[src/rtl/nbc_pkg.sv]
package nbc_pkg;
    typedef enum logic [2:0] {
        ST_IDLE,
        ST_WR_LO,
        ST_WR_HI,
        ST_RD_LO,
        ST_RD_HI
    } bus_state_e;

    localparam logic [2:0] ADR_CTRL = 3'd0;
    localparam logic [2:0] ADR_CMD  = 3'd1;
    localparam logic [2:0] ADR_ADR  = 3'd2;
    localparam logic [2:0] ADR_DAT  = 3'd3;
    localparam logic [2:0] ADR_STAT = 3'd4;

    localparam int CTRL_W = 4;
    localparam logic [CTRL_W-1:0] CTRL_RST = 4'b1110;
endpackage

[src/rtl/nbc_sync.sv]
module nbc_sync #(
    parameter int STAGES = 2
) (
    input  logic clk,
    input  logic rst_n,
    input  logic d,
    output logic q
);
    logic [STAGES-1:0] chain;

    generate
        for (genvar i = 0; i < STAGES; i++) begin : g_stage
            if (i == 0) begin : g_first
                always_ff @(posedge clk or negedge rst_n) begin
                    if (!rst_n) chain[0] <= 1'b0;
                    else        chain[0] <= d;
                end
            end else begin : g_next
                always_ff @(posedge clk or negedge rst_n) begin
                    if (!rst_n) chain[i] <= 1'b0;
                    else        chain[i] <= chain[i-1];
                end
            end
        end
    endgenerate

    assign q = chain[STAGES-1];
endmodule

[src/rtl/nbc_regs.sv]
module nbc_regs
    import nbc_pkg::*;
#(
    parameter int DW = 8
) (
    input  logic              clk,
    input  logic              rst_n,
    input  logic              wr_ctrl,
    input  logic [CTRL_W-1:0] wdata,
    input  logic              rd_ctrl,
    input  logic              rd_stat,
    input  logic              rb_sync,
    output logic [CTRL_W-1:0] ctrl_q,
    output logic              rvalid,
    output logic [DW-1:0]     rdata
);
    always_ff @(posedge clk or negedge rst_n) begin
        if (!rst_n) ctrl_q <= CTRL_RST;
        else if (wr_ctrl) ctrl_q <= wdata;
    end

    always_ff @(posedge clk or negedge rst_n) begin
        if (!rst_n) begin
            rvalid <= 1'b0;
            rdata  <= '0;
        end else begin
            rvalid <= rd_ctrl | rd_stat;
            if (rd_ctrl)      rdata <= DW'(ctrl_q);
            else if (rd_stat) rdata <= DW'(rb_sync);
        end
    end
endmodule

[src/rtl/nbc_bus_fsm.sv]
module nbc_bus_fsm
    import nbc_pkg::*;
#(
    parameter int DW     = 8,
    parameter int STROBE = 2
) (
    input  logic          clk,
    input  logic          rst_n,
    input  logic          start_wr,
    input  logic          start_rd,
    input  logic          wr_cle,
    input  logic          wr_ale,
    input  logic [DW-1:0] wr_byte,
    input  logic          bus_en,
    input  logic [DW-1:0] dq_in,
    output logic          busy,
    output logic          cle,
    output logic          ale,
    output logic          we_n,
    output logic          re_n,
    output logic [DW-1:0] dq_out,
    output logic          dq_oe,
    output logic          rd_valid,
    output logic [DW-1:0] rd_byte
);
    localparam int CW = (STROBE > 1) ? $clog2(STROBE) : 1;
    localparam logic [CW-1:0] LAST = CW'(STROBE - 1);

    bus_state_e    state, state_nx;
    logic [CW-1:0] cnt;
    logic          lat_cle, lat_ale;
    logic [DW-1:0] lat_byte;
    logic          phase_end;

    assign phase_end = (cnt == LAST);

    always_comb begin
        state_nx = state;
        unique case (state)
            ST_IDLE: begin
                if (start_wr)      state_nx = ST_WR_LO;
                else if (start_rd) state_nx = ST_RD_LO;
            end
            ST_WR_LO: if (phase_end) state_nx = ST_WR_HI;
            ST_WR_HI: if (phase_end) state_nx = ST_IDLE;
            ST_RD_LO: if (phase_end) state_nx = ST_RD_HI;
            ST_RD_HI: if (phase_end) state_nx = ST_IDLE;
            default:  state_nx = ST_IDLE;
        endcase
    end

    always_ff @(posedge clk or negedge rst_n) begin
        if (!rst_n) begin
            state    <= ST_IDLE;
            cnt      <= '0;
            lat_cle  <= 1'b0;
            lat_ale  <= 1'b0;
            lat_byte <= '0;
            rd_valid <= 1'b0;
            rd_byte  <= '0;
        end else begin
            state    <= state_nx;
            rd_valid <= 1'b0;
            if (state == ST_IDLE) begin
                cnt <= '0;
                if (start_wr) begin
                    lat_cle  <= wr_cle;
                    lat_ale  <= wr_ale;
                    lat_byte <= wr_byte;
                end
            end else if (phase_end) begin
                cnt <= '0;
            end else begin
                cnt <= cnt + 1'b1;
            end
            if (state == ST_RD_LO && phase_end) begin
                rd_byte  <= dq_in;
                rd_valid <= 1'b1;
            end
        end
    end

    always_comb begin
        busy   = 1'b1;
        cle    = 1'b0;
        ale    = 1'b0;
        we_n   = 1'b1;
        re_n   = 1'b1;
        dq_oe  = 1'b0;
        dq_out = lat_byte;
        unique case (state)
            ST_IDLE:  busy = 1'b0;
            ST_WR_LO: begin
                cle = lat_cle & bus_en; ale = lat_ale & bus_en;
                we_n = ~bus_en; dq_oe = bus_en;
            end
            ST_WR_HI: begin
                cle = lat_cle & bus_en; ale = lat_ale & bus_en;
                dq_oe = bus_en;
            end
            ST_RD_LO: re_n = ~bus_en;
            ST_RD_HI: re_n = 1'b1;
            default:  busy = 1'b0;
        endcase
    end
endmodule

[src/rtl/nand_bus_ctrl.sv]
module nand_bus_ctrl
    import nbc_pkg::*;
#(
    parameter int DW          = 8,
    parameter int STROBE      = 2,
    parameter int SYNC_STAGES = 2
) (
    input  logic          clk,
    input  logic          rst_n,
    input  logic          reg_wr,
    input  logic          reg_rd,
    input  logic [2:0]    reg_addr,
    input  logic [DW-1:0] reg_wdata,
    output logic [DW-1:0] reg_rdata,
    output logic          reg_rvalid,
    output logic          busy,
    output logic [1:0]    nand_ce_n,
    output logic          nand_cle,
    output logic          nand_ale,
    output logic          nand_we_n,
    output logic          nand_re_n,
    output logic          nand_wp_n,
    output logic [DW-1:0] nand_dq_out,
    output logic          nand_dq_oe,
    input  logic [DW-1:0] nand_dq_in,
    input  logic          nand_rb
);
    logic [CTRL_W-1:0] ctrl_q;
    logic              rb_sync;
    logic              acc_bus, is_port, start_wr, start_rd;
    logic              rd_ctrl, rd_stat;
    logic              regs_rv, fsm_rv;
    logic [DW-1:0]     regs_rd, fsm_rd;

    assign acc_bus  = ~busy & ctrl_q[0];
    assign is_port  = (reg_addr == ADR_CMD) || (reg_addr == ADR_ADR) || (reg_addr == ADR_DAT);
    assign start_wr = reg_wr & acc_bus & is_port;
    assign start_rd = reg_rd & acc_bus & (reg_addr == ADR_DAT);
    assign rd_ctrl  = reg_rd & ~busy & (reg_addr == ADR_CTRL);
    assign rd_stat  = reg_rd & ~busy & (reg_addr == ADR_STAT);

    nbc_sync #(.STAGES(SYNC_STAGES)) u_sync (
        .clk(clk), .rst_n(rst_n), .d(nand_rb), .q(rb_sync)
    );

    nbc_regs #(.DW(DW)) u_regs (
        .clk(clk), .rst_n(rst_n),
        .wr_ctrl(reg_wr & (reg_addr == ADR_CTRL)),
        .wdata(reg_wdata[CTRL_W-1:0]),
        .rd_ctrl(rd_ctrl), .rd_stat(rd_stat), .rb_sync(rb_sync),
        .ctrl_q(ctrl_q), .rvalid(regs_rv), .rdata(regs_rd)
    );

    nbc_bus_fsm #(.DW(DW), .STROBE(STROBE)) u_fsm (
        .clk(clk), .rst_n(rst_n),
        .start_wr(start_wr), .start_rd(start_rd),
        .wr_cle(reg_addr == ADR_CMD), .wr_ale(reg_addr == ADR_ADR),
        .wr_byte(reg_wdata), .bus_en(ctrl_q[0]), .dq_in(nand_dq_in),
        .busy(busy), .cle(nand_cle), .ale(nand_ale),
        .we_n(nand_we_n), .re_n(nand_re_n),
        .dq_out(nand_dq_out), .dq_oe(nand_dq_oe),
        .rd_valid(fsm_rv), .rd_byte(fsm_rd)
    );

    assign nand_ce_n  = ctrl_q[2:1];
    assign nand_wp_n  = ~ctrl_q[3];
    assign reg_rvalid = regs_rv | fsm_rv;
    assign reg_rdata  = fsm_rv ? fsm_rd : regs_rd;
endmodule

[config.mk]
export PLATFORM = sky130hd
export DESIGN_NAME = nand_bus_ctrl
export DESIGN_NICKNAME = d
export VERILOG_FILES = /design/src/rtl/nbc_pkg.sv /design/src/rtl/nbc_sync.sv /design/src/rtl/nbc_regs.sv /design/src/rtl/nbc_bus_fsm.sv /design/src/rtl/nand_bus_ctrl.sv
export SDC_FILE = /design/constraint.sdc
export NUM_CORES = 1
export LEC_CHECK = 0
export ABC_AREA = 1
export BUFFER_PORTS_ARGS = -buffer_cell sky130_fd_sc_hd__buf_2
export CORE_MARGIN = 4
export CORE_UTILIZATION = 25
export CTS_BUF_LIST = sky130_fd_sc_hd__clkbuf_16
export CTS_CLUSTER_DIAMETER = 100
export DETAILED_ROUTE_END_ITERATION = 6
export SLEW_MARGIN = 5
export SYNTH_ARGS = -nofsm -noshare
export SYNTH_HDL_FRONTEND = slang
export SYNTH_SLANG_ARGS = --single-unit
[constraint.sdc]
create_clock -name clk -period 3.5 [get_ports clk]
set_input_delay 1.05 -clock clk [delete_from_list [all_inputs] [get_ports clk]]
set_output_delay 1.05 -clock clk [all_outputs]
set_load 0.03 [all_outputs]
## Yosys cells after proc, flatten, opt, wreduce, memory -nomap -nowiden

Cells that the tools add are included.

| operators by class | value |
|---|---|
| $add $sub $neg | 1 |
| eq/ne operators | 12 |
| mux-type cells | 18 |
| bitwise operators | 16 |
| reductions and logical operators | 11 |

Operators by type and width:

| operator | number |
|---|---|
| 8-bit two-way mux | 3 |
| 3-bit two-way mux | 5 |
| 3-bit by 2-bit equality test with 1-bit output (second input constant) | 4 |
| 3-bit one-hot mux with 4 select lines | 1 |
| 1-bit bitwise AND | 11 |
| 1-bit two-way mux | 9 |
| 3-bit by 1-bit equality test with 1-bit output (second input constant) | 2 |
| 3-bit equality test (second input constant) | 2 |
| 3-bit zero test | 2 |
| 2-bit by 1-bit inequality test with 1-bit output (second input constant) | 3 |
| 4-bit AND reduction | 1 |
| 2-bit OR reduction | 2 |
| 4-bit OR reduction | 1 |
| 3-bit inequality test (second input constant) | 1 |
| 1-bit NOT | 3 |
| 1-bit logical OR | 2 |
| 1-bit OR | 2 |
| 2-bit AND reduction | 1 |
| 2-bit nonzero test | 1 |
| 1-bit adder (second input constant) | 1 |
| 1-bit logical AND | 1 |

| storage, ports and cells | value |
|---|---|
| bits in registers | 38 |
| input port bits | 24 |
| output and inout bits | 26 |
| word-level logic and storage cells | 70 |

## Logic depth before layout (Yosys ltp)

| logic depth | value |
|---|---|
| depth after elaboration | 10 |
| mapped depth | 9 |
| depth with buffers taken out | 9 |

## Cells and area by module

From an unflattened synthesis, not the netlist that was laid out.

| unflattened totals | value |
|---|---|
| cells, all modules | 210 |
| area, all modules | 1637.8 µm² |

By module, submodules not included:

| module | times used | cells each | area an instance (µm²) | sequential area each (µm²) |
|---|---|---|---|---|
| nbc_bus_fsm | 1 | 120 | 1011.0 | 575.6 |
| nbc_regs | 1 | 41 | 380.4 | 229.0 |
| nand_bus_ctrl | 1 | 47 | 196.4 | 0.0 |
| nbc_sync | 1 | 2 | 50.0 | 50.0 |

## Worst setup path after synthesis

Ideal clock, no wire load.

| timing | value |
|---|---|
| path type | register to output |
| from | register u_fsm.rd_valid |
| to | output port reg_rdata[2] |
| data arrival time | 1.273 ns |
| setup slack | 1.177 ns |
| stages on the path, launching flop included | 3 |
| path buffers | 1 |
| cell sequence | dfrtp_1 clkbuf_1 o21ai_0 |

| between the ends | value |
|---|---|
| longest elaborated chain between the ends | 1 |

Ends and longest elaborated chain:

| what | RTL line | source |
|---|---|---|
| start, declared | nbc_bus_fsm.sv:23 | `output logic rd_valid,` |
| start signal, assigned | nbc_bus_fsm.sv:59 | `rd_valid <= 1'b0;` |
| start signal, assigned | nbc_bus_fsm.sv:63 | `rd_valid <= 1'b0;` |
| start signal, assigned | nbc_bus_fsm.sv:78 | `rd_valid <= 1'b1;` |
| 8-bit two-way mux | nand_bus_ctrl.sv:68 | `assign reg_rdata = fsm_rv ? fsm_rd : regs_rd;` |
| end, declared | nand_bus_ctrl.sv:14 | `output logic [DW-1:0] reg_rdata,` |

Every way passes these cells.

## Worst setup path in the final report

| timing | value |
|---|---|
| from | register u_fsm.state[2] |
| to | output port nand_cle |

| between the ends | value |
|---|---|
| longest elaborated chain between the ends | 3 |
| elaborated cells on any way between the ends | 4 |
| those cells by class | 2 x eq/ne; 1 x mux; 1 x reduce/logical |

Ends and longest elaborated chain:

| what | RTL line | source |
|---|---|---|
| start, declared | nbc_bus_fsm.sv:29 | `bus_state_e state, state_nx;` |
| start signal, assigned | nbc_bus_fsm.sv:62 | `state <= state_nx;` |
| 3-bit by 1-bit equality test with 1-bit output / 3-bit by 2-bit equality test with 1-bit output (equally long branches) | nbc_bus_fsm.sv:91 | `unique case (state)` |
| 2-bit OR reduction (no line) * | n/a |  |
| 1-bit two-way mux * | n/a |  |
| end, declared | nand_bus_ctrl.sv:18 | `output logic nand_cle,` |

Mark *: on every way between the ends. The rest lies on a longest branch, timed or not.

==> summary.md <==
### Clock tree
- total number of clock tree sinks: 34
- level count of the clock H-tree: 2
- hold_buf cts: 0
- CTS tree: yes
- clock buffer depth: 2
- clock latency at the later pin of the worst-skew pair: 0.27 ns
- buffer cell driving the clock tree root: sky130_fd_sc_hd__clkbuf_16
- number of buffers created by CTS: 5
- Clock transition at path regs: 0.05 ns
- Resized cells post-CTS: 0
- buffers inserted by post-CTS timing repair: 0

### Logic synthesis
- number of flops mapped to enable cells by yosys: 0
- number of distinct library cells after synthesis: 22
- warning count from the yosys run: 0
- number of instances in the synthesized netlist: 188
- most used standard cells in the synthesized netlist: 69 x sky130_fd_sc_hd__nand2_1, 31 x sky130_fd_sc_hd__dfrtp_1, 27 x sky130_fd_sc_hd__inv_1
- post-synthesis sequential element count: 34
- area share of the leading cell type in the synthesized netlist: 0.490
- largest cells by area after synthesis: sky130_fd_sc_hd__dfrtp_1 49%, sky130_fd_sc_hd__nand2_1 16%, sky130_fd_sc_hd__inv_1 6.4%
- post-synthesis cell type with the largest combined area: sky130_fd_sc_hd__dfrtp_1
- proportion of register bits with asynchronous set or reset after synthesis: 1.00
- Mean Syn Cell Area: 8.42 µm²
- cell area after technology mapping: 0.00158 mm²
- top-count cell post-synth: sky130_fd_sc_hd__nand2_1
- Seq/Total Area, Yosys: 0.540
- predominant post-synthesis flop cell: sky130_fd_sc_hd__dfrtp_1
- Post-Syn Nets: 212

### Power and ir drop
- total power per unit cell area: 745 mW/mm²
- worst vdd ir: 0.000258 V
- total power of the final layout: 1.51 mW
- static leakage: 1.14 nW

### Worst setup path
- data required time of the critical path: 2.45 ns
- crit path max fanout: 6
- Crit Path Class: reg -> out
- category of the worst setup path launch point: register
- number of cells traversed by the worst register-to-register path: 8
- signal arrival time at the worst endpoint: 1.52 ns
- type of destination of the critical path: primary output

### Drt
- number of DRC markers in iteration 0: 54
- average wire per cell in the routed design: 11.6 µm
- Initial DRT Pass Iterations: 4
- DRC viols: 0
- number of vias per cell after detailed routing: 4.22
- post-route antenna net violation count: 0
- routed wire length: 3670 µm
- detailed-route via count: 1,333

### Place
- gpl congestion: 0.791
- half-perimeter wire length after detailed placement: 2750 µm
- number of port buffers: 49
- pre-CTS setup slack: 1.23 ns
- Placed Instance Area: 0.00189 mm²

### Die
- Boundary Pins: 50
- floorplan row count: 28
- area of the core: 0.00603 mm²
- die extent in y: 87.6 µm
- total die area: 0.00767 mm²
- die width: 87.6 µm
- effective utilization at floorplan: 0.263

### Final layout
- Non-Filler Cell Area, Final: 0.00203 mm²
- fraction of final layout cells sized beyond drive strength 1: 0.328
- post-layout net count: 264
- antenna diode instance count: 0
- Area Growth Syn to Fin: 28.2%

### Run status
- status: finished clean

### Worst hold path
- class of the worst hold path: reg -> reg
- number of stages on the worst hold path: 0

### Timing
- post-layout minimum cycle time: 2.57 ns
- Least-Margin Pin Slew: 0.757 ns
- final worst path period share: 0.735
- endpoints failing setup: 0
- highest clock rate: 389 MHz
- Hold Vio Cnt, Final: 0
- Post-Route Setup TNS: 0 ns
- RSZ-0062 raised after global routing: no
- tightest hold margin: 0.366 ns
- headroom to the max-slew limit: 0.495
- worst clock skew: 0.00401 ns
- setup slack of the critical path after layout: 0.928 ns
- final max-slew violation count: 0

### Job
- number of maximum-capacitance constraint violations: 0

### GRT
- overflow left after global routing: 0
- wire length of the first global-routing pass: 6090 µm
- antenna violations before repair: 0
- GRT Overall Usage: 0.104
- via count of the first global-routing pass: 1,320
- pin count of the biggest net entering global routing: 35

==> metal layers <==
metal | share of wire | track usage | vias up | wire length, µm
met4 | 0.0068 | 0.0377 | 0 | 25
met1 | 0.45 | 0.130 | 620 | 1640
li1 | - | - | 681 | -
met2 | 0.50 | 0.168 | 30 | 1820
met3 | 0.049 | 0.0320 | 2 | 181
met5 | 0 | 0 | - | 0
==> critical path, cell delays in order (launching register included) <==
cell and delay [ns]:
sky130_fd_sc_hd__dfrtp_1 0.46, sky130_fd_sc_hd__nor3_1 0.26, sky130_fd_sc_hd__or2_2 0.15, sky130_fd_sc_hd__nand2_1 0.08, sky130_fd_sc_hd__nor2_1 0.11, sky130_fd_sc_hd__buf_2 0.20
==> where the power goes <==
group	internal, mW	switching (mW)	total (mW)
clock network	0.257	0.151	0.408
logic	0.160	0.372	0.532
registers	0.509	0.0637	0.572
==> cell type report <==
| type | instances | area, µm² |
|---|---|---|
| Tap cell | 75 | 93.8 |
| Clock buffer | 5 | 125 |
| Multi-Input combinational cell | 120 | 586 |
| Timing Repair Buffer | 49 | 245 |
| Inverter | 30 | 113 |
| Sequential cell | 34 | 855 |
| Fill cell | 653 | 4000 |
| Clock inverter | 3 | 12.5 |
==> cells in the final DEF (no fill, tap or decap) <==
cell | netlist | routed
sky130_fd_sc_hd__o211ai_1 | 1 | 1
sky130_fd_sc_hd__nand2_1 | 69 | 69
sky130_fd_sc_hd__nand2_4 | 3 | 3
sky130_fd_sc_hd__nor3_2 | 1 | 1
sky130_fd_sc_hd__nand2_2 | 2 | 2
sky130_fd_sc_hd__nand4_1 | 1 | 1
sky130_fd_sc_hd__clkinv_1 | 0 | 1
sky130_fd_sc_hd__dfstp_2 | 3 | 3
sky130_fd_sc_hd__inv_1 | 27 | 28
sky130_fd_sc_hd__clkinv_2 | 0 | 1
sky130_fd_sc_hd__dfrtp_1 | 31 | 31
sky130_fd_sc_hd__or2_2 | 3 | 3
sky130_fd_sc_hd__buf_2 | 0 | 49
sky130_fd_sc_hd__clkbuf_16 | 0 | 5
sky130_fd_sc_hd__nor2_8 | 1 | 1
sky130_fd_sc_hd__o22ai_1 | 4 | 4
sky130_fd_sc_hd__nor2_2 | 1 | 1
sky130_fd_sc_hd__o21ai_2 | 7 | 7
sky130_fd_sc_hd__inv_2 | 3 | 3
sky130_fd_sc_hd__o21ai_0 | 9 | 9
sky130_fd_sc_hd__nor3_1 | 2 | 2
sky130_fd_sc_hd__nand3_1 | 8 | 8
sky130_fd_sc_hd__nor2_1 | 8 | 8
==> path summary, 6_finish.rpt <==
| check | start | endpoint | slack (ns) |
|---|---|---|---|
| setup reg to reg | u_fsm.state[1] | u_fsm.lat_ale | 2.03 |
| min in group asynchronous | rst_n | u_fsm.dq_out[3] | 0.85 |
| hold reg to reg | u_sync.chain[0] | u_sync.q | 0.37 |
| setup / recovery | u_fsm.state[2] | nand_cle | 0.93 |
| max in group asynchronous | rst_n | u_regs.rvalid | 2.17 |
| hold / removal | u_sync.chain[0] | u_sync.q | 0.37 |
==> logic make-up after synthesis <==
group | Yosys count | share of synthesized area
flops | 34 | 0.540
buf+inv | 34 | 0.0901
simple gates | 99 | 0.282
compound gates | 21 | 0.0877
==> metrics by stage <==
step,util,std cells
2_1_floorplan,-,188
3_3_place_gp,0.314,308
3_5_place_dp,0.314,308
4_1_cts,0.337,316
5_1_grt,0.337,316
6_report,0.337,316
==> flip-flops by register name, summed over array words and instances, names as in the netlist, 3 cells and up <==
name	count
u_fsm.dq_out	8
u_fsm.rd_byte	8
u_regs.ctrl_q	4
u_regs.rdata	4
u_fsm.state	3
Note: power is estimated with default switching activity, not from simulation.
